**src/rtl/window_centre_pkg.sv**
```systemverilog
package window_centre_pkg;

    typedef enum logic [1:0] {
        ST_IDLE = 2'd0,
        ST_TEST = 2'd1,
        ST_STEP = 2'd2
    } wc_state_e;

    // phase encoding: 0 = looking for passing writes, 1 = looking for failing writes
    localparam logic PH_LOWER = 1'b0;
    localparam logic PH_UPPER = 1'b1;

endpackage

```
**src/rtl/wc_lane.sv**
```systemverilog
module wc_lane #(
    parameter int CNT_W   = 8,
    parameter int CONFIRM = 10
) (
    input  logic             clk,
    input  logic             rst_n,
    input  logic             clr_i,
    input  logic             phase_adv_i,
    input  logic             phase_i,
    input  logic             eval_i,
    input  logic             fail_i,
    output logic             step_o,
    output logic             active_o,
    output logic [CNT_W-1:0] lower_o,
    output logic [CNT_W-1:0] upper_o
);
    localparam int CONF_W = $clog2(CONFIRM + 1);
    localparam logic [CONF_W-1:0] CONF_MAX = CONF_W'(CONFIRM);
    localparam logic [CNT_W-1:0]  CNT_TOP  = {CNT_W{1'b1}};

    typedef struct packed {
        logic              active;
        logic [CONF_W-1:0] conf;
        logic [CNT_W-1:0]  lower;
        logic [CNT_W-1:0]  upper;
    } lane_t;

    lane_t st_q, st_d;
    logic  match;
    logic  want;

    always_comb begin
        // a lane matches when its result equals the phase target
        match  = (fail_i == phase_i);
        want   = st_q.active && (!match || (st_q.conf < CONF_MAX));
        step_o = eval_i && want;

        st_d = st_q;
        if (clr_i) begin
            st_d.active = 1'b1;
            st_d.conf   = '0;
            st_d.lower  = '0;
            st_d.upper  = '0;
        end else if (phase_adv_i) begin
            st_d.active = 1'b1;
            st_d.conf   = '0;
            st_d.upper  = st_q.lower;
        end else if (eval_i && st_q.active) begin
            if (want) begin
                if (phase_i == window_centre_pkg::PH_UPPER) begin
                    st_d.upper = (st_q.upper == CNT_TOP) ? st_q.upper : st_q.upper + 1'b1;
                end else begin
                    st_d.lower = (st_q.lower == CNT_TOP) ? st_q.lower : st_q.lower + 1'b1;
                end
                if (match) begin
                    st_d.conf = st_q.conf + 1'b1;
                end
            end else begin
                st_d.active = 1'b0;
            end
        end
    end

    always_ff @(posedge clk or negedge rst_n) begin
        if (!rst_n) begin
            st_q <= '0;
        end else begin
            st_q <= st_d;
        end
    end

    assign active_o = st_q.active;
    assign lower_o  = st_q.lower;
    assign upper_o  = st_q.upper;

endmodule

```
**src/rtl/wc_centre.sv**
```systemverilog
module wc_centre #(
    parameter int CNT_W   = 8,
    parameter int CONFIRM = 10
) (
    input  logic [CNT_W-1:0] lower_i,
    input  logic [CNT_W-1:0] upper_i,
    output logic [CNT_W-1:0] centre_o
);
    localparam logic [CNT_W-1:0] OVERSHOOT = CNT_W'(CONFIRM - 1);

    logic [CNT_W-1:0] lo_adj;
    logic [CNT_W-1:0] hi_adj;
    logic [CNT_W:0]   sum;

    always_comb begin
        lo_adj   = (lower_i > OVERSHOOT) ? lower_i - OVERSHOOT : '0;
        hi_adj   = (upper_i > OVERSHOOT) ? upper_i - OVERSHOOT : '0;
        sum      = {1'b0, lo_adj} + {1'b0, hi_adj};
        centre_o = sum[CNT_W:1];
    end

endmodule

```
**src/rtl/window_centre.sv**
```systemverilog
module window_centre #(
    parameter int NLANES  = 8,
    parameter int CNT_W   = 8,
    parameter int CONFIRM = 10
) (
    input  logic                    clk,
    input  logic                    rst_n,
    input  logic                    start_i,
    output logic                    test_req_o,
    input  logic                    test_ack_i,
    input  logic [NLANES-1:0]       test_fail_i,
    output logic [NLANES-1:0]       step_req_o,
    input  logic                    step_done_i,
    input  logic                    step_err_i,
    output logic                    done_o,
    output logic                    ok_o,
    output logic [NLANES*CNT_W-1:0] centre_o
);
    import window_centre_pkg::*;

    typedef struct packed {
        wc_state_e                st;
        logic                     phase;
        logic [NLANES-1:0]        mask;
        logic                     done;
        logic                     ok;
        logic [NLANES*CNT_W-1:0]  centre;
    } ctl_t;

    ctl_t ctl_q, ctl_d;

    logic                    clr;
    logic                    eval;
    logic                    phase_adv;
    logic [NLANES-1:0]       step_vec;
    logic [NLANES-1:0]       active_vec;
    logic [NLANES*CNT_W-1:0] centre_calc;

    for (genvar l = 0; l < NLANES; l++) begin : g_lane
        logic [CNT_W-1:0] lower_w;
        logic [CNT_W-1:0] upper_w;

        wc_lane #(
            .CNT_W   (CNT_W),
            .CONFIRM (CONFIRM)
        ) u_lane (
            .clk         (clk),
            .rst_n       (rst_n),
            .clr_i       (clr),
            .phase_adv_i (phase_adv),
            .phase_i     (ctl_q.phase),
            .eval_i      (eval),
            .fail_i      (test_fail_i[l]),
            .step_o      (step_vec[l]),
            .active_o    (active_vec[l]),
            .lower_o     (lower_w),
            .upper_o     (upper_w)
        );

        wc_centre #(
            .CNT_W   (CNT_W),
            .CONFIRM (CONFIRM)
        ) u_centre (
            .lower_i  (lower_w),
            .upper_i  (upper_w),
            .centre_o (centre_calc[l*CNT_W +: CNT_W])
        );
    end

    always_comb begin
        clr       = (ctl_q.st == ST_IDLE) && start_i;
        eval      = (ctl_q.st == ST_TEST) && test_ack_i;
        // all active lanes retire together with no step: the phase is over
        phase_adv = eval && (step_vec == '0) && (ctl_q.phase == PH_LOWER);

        ctl_d      = ctl_q;
        ctl_d.done = 1'b0;

        unique case (ctl_q.st)
            ST_IDLE: begin
                if (start_i) begin
                    ctl_d.st    = ST_TEST;
                    ctl_d.phase = PH_LOWER;
                    ctl_d.mask  = '0;
                end
            end
            ST_TEST: begin
                if (test_ack_i) begin
                    if (step_vec != '0) begin
                        ctl_d.mask = step_vec;
                        ctl_d.st   = ST_STEP;
                    end else if (ctl_q.phase == PH_LOWER) begin
                        ctl_d.phase = PH_UPPER;
                    end else begin
                        ctl_d.st     = ST_IDLE;
                        ctl_d.done   = 1'b1;
                        ctl_d.ok     = 1'b1;
                        ctl_d.centre = centre_calc;
                    end
                end
            end
            ST_STEP: begin
                if (step_done_i) begin
                    ctl_d.mask = '0;
                    if (step_err_i) begin
                        ctl_d.st   = ST_IDLE;
                        ctl_d.done = 1'b1;
                        ctl_d.ok   = 1'b0;
                    end else begin
                        ctl_d.st = ST_TEST;
                    end
                end
            end
            default: begin
                ctl_d.st = ST_IDLE;
            end
        endcase
    end

    always_ff @(posedge clk or negedge rst_n) begin
        if (!rst_n) begin
            ctl_q <= '{st: ST_IDLE, phase: PH_LOWER, mask: '0, done: 1'b0, ok: 1'b0, centre: '0};
        end else begin
            ctl_q <= ctl_d;
        end
    end

    assign test_req_o = (ctl_q.st == ST_TEST);
    assign step_req_o = (ctl_q.st == ST_STEP) ? ctl_q.mask : '0;
    assign done_o     = ctl_q.done;
    assign ok_o       = ctl_q.ok;
    assign centre_o   = ctl_q.centre;

endmodule

```
**config.mk**
```make
export PLATFORM = sky130hd
export DESIGN_NAME = window_centre
export DESIGN_NICKNAME = d
export VERILOG_FILES = /design/src/rtl/window_centre_pkg.sv /design/src/rtl/wc_lane.sv /design/src/rtl/wc_centre.sv /design/src/rtl/window_centre.sv
export SDC_FILE = /design/constraint.sdc
export NUM_CORES = 1
export LEC_CHECK = 0
export ABC_CLOCK_PERIOD_IN_PS = 5300
export BUFFER_PORTS_ARGS = -buffer_cell sky130_fd_sc_hd__buf_4
export CAP_MARGIN = 20
export CORE_ASPECT_RATIO = 0.5
export CORE_MARGIN = 2
export CORE_UTILIZATION = 56
export DETAILED_ROUTE_END_ITERATION = 10
export HOLD_SLACK_MARGIN = 0.02
export PLACE_DENSITY = 0.7
export SETUP_SLACK_MARGIN = 0.05
export SYNTH_ARGS = -nofsm -noshare
export SYNTH_HDL_FRONTEND = slang
export SYNTH_HIERARCHICAL = 1
export SYNTH_SLANG_ARGS = --single-unit
```
**constraint.sdc**
```tcl
create_clock -name clk -period 5.3 [get_ports clk]
set_input_delay 0.53 -clock clk [delete_from_list [all_inputs] [get_ports clk]]
set_output_delay 0.53 -clock clk [all_outputs]
set_load 0.02 [all_outputs]
```
Yosys cells after proc, flatten, opt, wreduce, memory -nomap -nowiden
Cells that the tools add are included.
{"block": "classes", "add_sub_neg": 48, "magnitude_cmp": 24, "n_eq_ne": 60, "mux": 129, "bitwise": 2, "reduce_logical": 128}
{"operator": "$mux W8", "count": 66}
{"operator": "$mux W21", "count": 16}
{"operator": "$mux W20", "count": 8}
{"operator": "$mux W66", "count": 2}
{"operator": "$add A8 B1 Y8 const B", "count": 16}
{"operator": "$eq A8 B8 Y1 const B", "count": 16}
{"operator": "$gt A8 B4 Y1 const B", "count": 16}
{"operator": "$sub A8 B4 Y8 const B", "count": 16}
{"operator": "$reduce_bool A3 Y1", "count": 26}
{"operator": "$mux W77", "count": 1}
{"operator": "$add A8 B8 Y9", "count": 8}
{"operator": "$reduce_and A5 Y1", "count": 9}
{"operator": "$reduce_and A4 Y1", "count": 11}
{"operator": "$ne A3 B3 Y1 const B", "count": 14}
{"operator": "$mux W5", "count": 8}
{"operator": "$reduce_bool A2 Y1", "count": 18}
{"operator": "$add A4 B1 Y4 const B", "count": 8}
{"operator": "$lt A4 B4 Y1 const B", "count": 8}
{"operator": "$mux W4", "count": 8}
{"operator": "$logic_and A1 B1 Y1", "count": 28}
{"operator": "$ne A2 B2 Y1 const B", "count": 13}
{"operator": "$pmux W8 S3", "count": 1}
{"operator": "$reduce_and A3 Y1", "count": 8}
{"operator": "$reduce_and A2 Y1", "count": 8}
{"operator": "other kinds (20)", "count": 58}
{"block": "totals", "ff_bits": 245, "input_bits": 14, "output_inout_bits": 75, "elab_cells": 429}

Depth between registers and ports, before layout
{"block": "logic_depth", "word_depth": 10, "mapped_depth": 15}

Hierarchy
Netlist, hierarchy kept.
{"mod": "wc_lane", "instances": 8, "cells_each": 155, "area_per_inst_um2": 1407.6, "seq_area_each_um2": 525.5}
{"mod": "wc_centre", "instances": 8, "cells_each": 92, "area_per_inst_um2": 683.2, "seq_area_each_um2": 0.0}
{"mod": "window_centre", "instances": 1, "cells_each": 279, "area_per_inst_um2": 3860.0, "seq_area_each_um2": 1926.8}

Worst setup path after synthesis
No wires, ideal clock.
{"block": "synth_timing", "path_type": "register -> register", "from": "register ctl_q[76] (netlist bit)", "to": "register g_lane[0].u_lane.st_q (netlist bit g_lane[0].u_lane/lower_o[5])", "setup_ns": 0.128, "arrival_time_ns": 3.472, "required_ns": 5.172, "slack_ns": 1.700, "stages_incl_launch_ff": 14, "path_buffers": 1, "synth_period_minus_slack_ns": 3.600, "cell_sequence": "dfrtp_1 > inv_1 > ha_1 > and2_1 > and2_1 > nor2b_1 > nor4_2 > and2_1 > and3_1 > and4bb_2 > o21ai_2 > buf_6 > nor4_1 > mux2_1"}
{"block": "synth_via", "elab_chain_cells": 8, "word_cells_on_any_way": 23}
{"element": "from (decl)", "line": "window_centre.sv:30", "rtl": "ctl_t ctl_q, ctl_d;"}
{"element": "from (signal assigned)", "line": "window_centre.sv:122", "rtl": "ctl_q <= '{st: ST_IDLE, phase: PH_LOWER, mask: '0, done: 1'b0, ok: 1'b0, centre: '0};"}
{"element": "from (signal assigned)", "line": "window_centre.sv:124", "rtl": "ctl_q <= ctl_d;"}
{"element": "$eq A2 B1 Y1"}
{"element": "via test_req_o", "line": "window_centre.sv:9", "rtl": "output logic test_req_o,"}
{"element": "$logic_and A1 B1 Y1", "line": "window_centre.sv:72", "rtl": "eval = (ctl_q.st == ST_TEST) && test_ack_i;"}
{"element": "$logic_and A1 B1 Y1", "line": "wc_lane.sv:36", "rtl": "step_o = eval_i && want;"}
{"element": "via step_vec[1]", "line": "window_centre.sv:35", "rtl": "logic [NLANES-1:0] step_vec;"}
{"element": "$logic_not A8 Y1", "line": "window_centre.sv:74", "rtl": "phase_adv = eval && (step_vec == '0) && (ctl_q.phase == PH_LOWER);"}
{"element": "$logic_and A1 B1 Y1 (2 in series)", "line": "window_centre.sv:74"}
{"element": "via phase_adv", "line": "window_centre.sv:34", "rtl": "logic phase_adv;"}
{"element": "$ne A2 B2 Y1 (no source line)"}
{"element": "$reduce_and A5 Y1 (no source line)"}
{"element": "to (signal assigned)", "line": "wc_lane.sv:68", "rtl": "st_q <= st_d;"}
{"element": "to (decl)", "line": "wc_lane.sv:28", "rtl": "lane_t st_q, st_d;"}
The timed path passes the listed nets, and every way through them passes these cells.
A chain may end at the register's enable or synchronous reset.

Worst setup path in the final report
{"block": "layout_timing", "from": "register ctl_q[76] (netlist bit)", "to": "register g_lane[4].u_lane.st_q (netlist bit g_lane[4].u_lane/lower_o[5])"}
{"block": "layout_via", "elab_chain_cells": 8, "word_cells_on_any_way": 23}
{"element": "$eq A2 B1 Y1", "line": "window_centre.sv:72"}
{"element": "$logic_and A1 B1 Y1", "line": "window_centre.sv:72"}
{"element": "$logic_and A1 B1 Y1", "line": "wc_lane.sv:36"}
{"element": "via step_vec[1]", "line": "window_centre.sv:35"}
{"element": "$logic_not A8 Y1", "line": "window_centre.sv:74"}
{"element": "$logic_and A1 B1 Y1 (2 in series)", "line": "window_centre.sv:74"}
{"element": "via phase_adv", "line": "window_centre.sv:34"}
{"element": "$ne A2 B2 Y1 (no source line)"}
{"element": "$reduce_and A5 Y1 (no source line)"}
{"element": "to (signal assigned)", "line": "wc_lane.sv:68"}
{"element": "to (decl)", "line": "wc_lane.sv:28"}
The timed path passes the listed nets, and every way through them passes these cells.

==> reports/qor.yml <==
global_routing:
  overflow: 0
  grt_max_degree: 134
  grt_pass1_wl_mm: 73.12
  grt_usage_pct: 22.50
  antenna_found_initial: 1
  grt_pass1_vias: 14840
synth:
  avgSynthCellArea_um2: 9.129
  synthTopCellsByArea: "dfrtp_1 (30%), ha_1 (7.1%), buf_4 (7.0%), nor2_1 (4.1%), mux2_4 (3.6%)"
  ys_warn_count: 6
  ys.flop_type: "dfrtp_1"
  syn_nets: 2394
  yosysTopAreaCell: "dfrtp_1"
  netlist.area_leader.share_pct: 29.78
  syn_area_mm2: 0.02059
  async_flop_share_pct: 100.0
  synth_edf_count: 0
  synth_seq_cells: 245
  syn_inst: 2255
  seq_area_frac_synth_pct: 29.78
  synth.distinct_cells: 66
power_and_ir_drop:
  leakagePower_nw: 10.17
  irDropWorstVdd_v: 0.0002221
  p_sw_share_pct: 42.34
  p_clk_share_pct: 20.6
  seqPwrFrac_pct: 32.6
  p_switching_mw: 3.689
  intPower_mw: 5.023
  combPwrFrac_pct: 46.9
  p_per_area_mw_per_mm2: 413.6
detailed_routing:
  drc: 0
  via_per_inst: 5.905
  first_iter_violations: 951
  vias: 15590
  ant_nets: 0
  wl_per_cell_um: 16.16
  finalWirelength_mm: 42.66
  dr.pass1.iters: 8
layout:
  fin_nets: 2279
  drive_gt1_share_pct: 16.29
  n_fill_cell: 3211
  final_cell_count_no_fill: 2640
  syn_to_final_growth_pct: 2.328
clocking:
  numCtsBuffers: 25
  cts_sinks: 245
  cts_resized: 0
  clk_pin_slew_ns: 0.06
  cts_tree: "done"
  clockRootBuffer: "clkbuf_16"
  htreeDepth: 1
  clockBufferDepth: 3
  insertion_delay_ns: 0.55
sta:
  max_slew_margin_pct: 37.44
  fmax_mhz: 227.3
  tns_ns: 0
  setup_viol: 0
  slew_viol_final: 0
  finalHoldViolCount: 0
  finClkSkew_ns: 0.01404
  layout_setup_ws_ns: 0.9012
  rsz0062_at_grt: "no"
  fin_crit_sh_pct: 83.00
  min_period_ns: 4.399
  worst_slew_pin_slew_ns: 0.9384
outcome:
  outcome: "finished clean"
floorplanning:
  num_rows: 49
  die_y_um: 139.6
  io_pins: 89
  dieArea_mm2: 0.03840
  fp.coreArea_mm2: 0.03605
  die_width_um: 275.2
  initial_core_util_pct: 57.10
critical_path:
  start_kind: "flip-flop"
  crit_fanout: 38
  endpoint_kind: "flip-flop"
  required_ns: 5.73
  rr_worst_depth: 13
  critPathKind: "flip-flop to flip-flop"
  worstPathArrival_ns: 4.83
  r2r_setup_slack_ns: 0.90
  r2r_end: "g_lane[4].u_lane/lower_o[5]$_DFFE_PN0P_"
  reg2reg_from: "ctl_q[76]$_DFFE_PN0P_"
hold_path:
  hp-class: "input pin to flip-flop"
  hold_depth: 3
  min_to: "done_o$_DFF_PN0_"
  hold_start: "step_err_i"
place:
  portBuffers: 88
  dpl.cell_count: 2596
  pre_cts_ws_ns: 1.016
  place.gp.congestion: 0.8262
  place_hpwl_mm: 30.29
job:
  cap_viol_max_count: 0
worst max path at each step:
stage | from | to | slack (ns) | cells after the start
floorplan | ctl_q[76]$_DFFE_PN0P_ | g_lane[0].u_lane/lower_o[5]$_DFFE_PN0P_ | 1.70 | 13
global placement | ctl_q[76]$_DFFE_PN0P_ | g_lane[4].u_lane/lower_o[5]$_DFFE_PN0P_ | 1.15 | 13
detailed placement | ctl_q[76]$_DFFE_PN0P_ | g_lane[5].u_lane/lower_o[5]$_DFFE_PN0P_ | 1.02 | 13
CTS | ctl_q[76]$_DFFE_PN0P_ | g_lane[4].u_lane/lower_o[5]$_DFFE_PN0P_ | 0.99 | 13
global route | ctl_q[76]$_DFFE_PN0P_ | g_lane[4].u_lane/lower_o[5]$_DFFE_PN0P_ | 0.51 | 13
finish | ctl_q[76]$_DFFE_PN0P_ | g_lane[4].u_lane/lower_o[5]$_DFFE_PN0P_ | 0.90 | 13
kinds of logic (layout without fill, tap and decap cells):
kind of cell	Yosys count	count (layout)	synth area share (%)
AO/OA/AOI/OAI	515	515	19.35
XOR/XNOR	136	136	6.078
adder cells (fa/ha/maj)	125	125	7.889
buffers and inverters	366	266	10.69
flip-flops	245	245	29.78
multiplexers	121	121	7.221
other	0	1	0
AND/OR/NAND/NOR	747	747	18.99
critical path, stage by stage, from the launching register on:
cell	delay, ns
dfrtp_1	0.42
inv_1	0.10
ha_1	0.25
and2_1	0.45
buf_4	0.35
and2_1	0.21
nor2b_1	0.30
nor4_2	0.13
and2_1	0.22
and3_2	0.50
and4bb_2	0.46
o21ai_2	0.15
nor4_1	0.35
mux2_1	0.36
flip-flops by register name, indices dropped and copies added, names as in the netlist:
name	flops
centre_o	64
g_lane.u_lane/active_o	8
g_lane.u_lane/st_q	32
ctl_q	11
g_lane.u_lane/upper_o	64
g_lane.u_lane/lower_o	64
ok_o	1
done_o	1
metal layers:
metal | vias to the layer above | GRT usage [%] | wire length, um
met5 | - | 0 | 0
met4 | 0 | 4.552 | 644
met3 | 38 | 2.744 | 1291
met2 | 230 | 36.62 | 19660
met1 | 7540 | 32.26 | 21060
li1 | 7781 | - | -
cells in the mapped netlist, types with 48 or more instances:
master / number
nand3_1: 98
inv_1: 117
ha_1: 117
xnor2_1: 64
nor4_1: 64
a21oi_1: 122
xor2_1: 64
o21ai_0: 72
buf_4: 192
mux2i_1: 48
nor2_1: 226
nand2_1: 105
dfrtp_1: 245
mux2_4: 49
metrics by stage:
step	hold slack [ns]	total power, mW	instance area [um^2]	util [%]
2_1_floorplan	0.2344	6.371	20590	-
5_1_grt	0.2757	9.429	21070	58.43
6_report	0.2860	8.712	21070	58.43
3_5_place_dp	0.4585	6.933	20250	56.16
3_3_place_gp	0.4556	6.850	20250	56.16
4_1_cts	0.2650	8.776	21060	58.43
cells in the final DEF, fill, tap and decap left out, types with 72 or more instances in the layout:
master   count
ha_1       117
nand2_1    105
buf_4       95
dfrtp_1    244
nand3_1     97
inv_1      117
o21ai_0     72
a21oi_1    122
nor2_1     226
power groups by stage:
stage	sequential [mW]	clock [mW]	combinational (mW)
finish	2.84	1.79	4.08
floorplan	2.60	0	3.77
detailed placement	2.86	0	4.07
CTS	2.83	1.85	4.10
global placement	2.85	0	4.00
global route	2.92	1.92	4.58
layout make-up:
type | instances | area, um^2 | share of cell area, %
multi-input combinational | 1644 | 12270 | 58.25
antenna | 1 | 2.502 | 0.01188
sequential | 245 | 6132 | 29.11
clock inverter | 7 | 93.84 | 0.4455
timing repair buffer | 99 | 778.2 | 3.694
tap | 484 | 605.6 | 2.875
clock buffer | 35 | 713.2 | 3.386
inverter | 125 | 469.2 | 2.227
timing repair:
action	CTS	global route
buffers inserted	0	0
endpoints found under the setup margin	0	0
hold endpoints to repair	52	0
hold buffers	1	0
(Power assumes the default switching activity.)
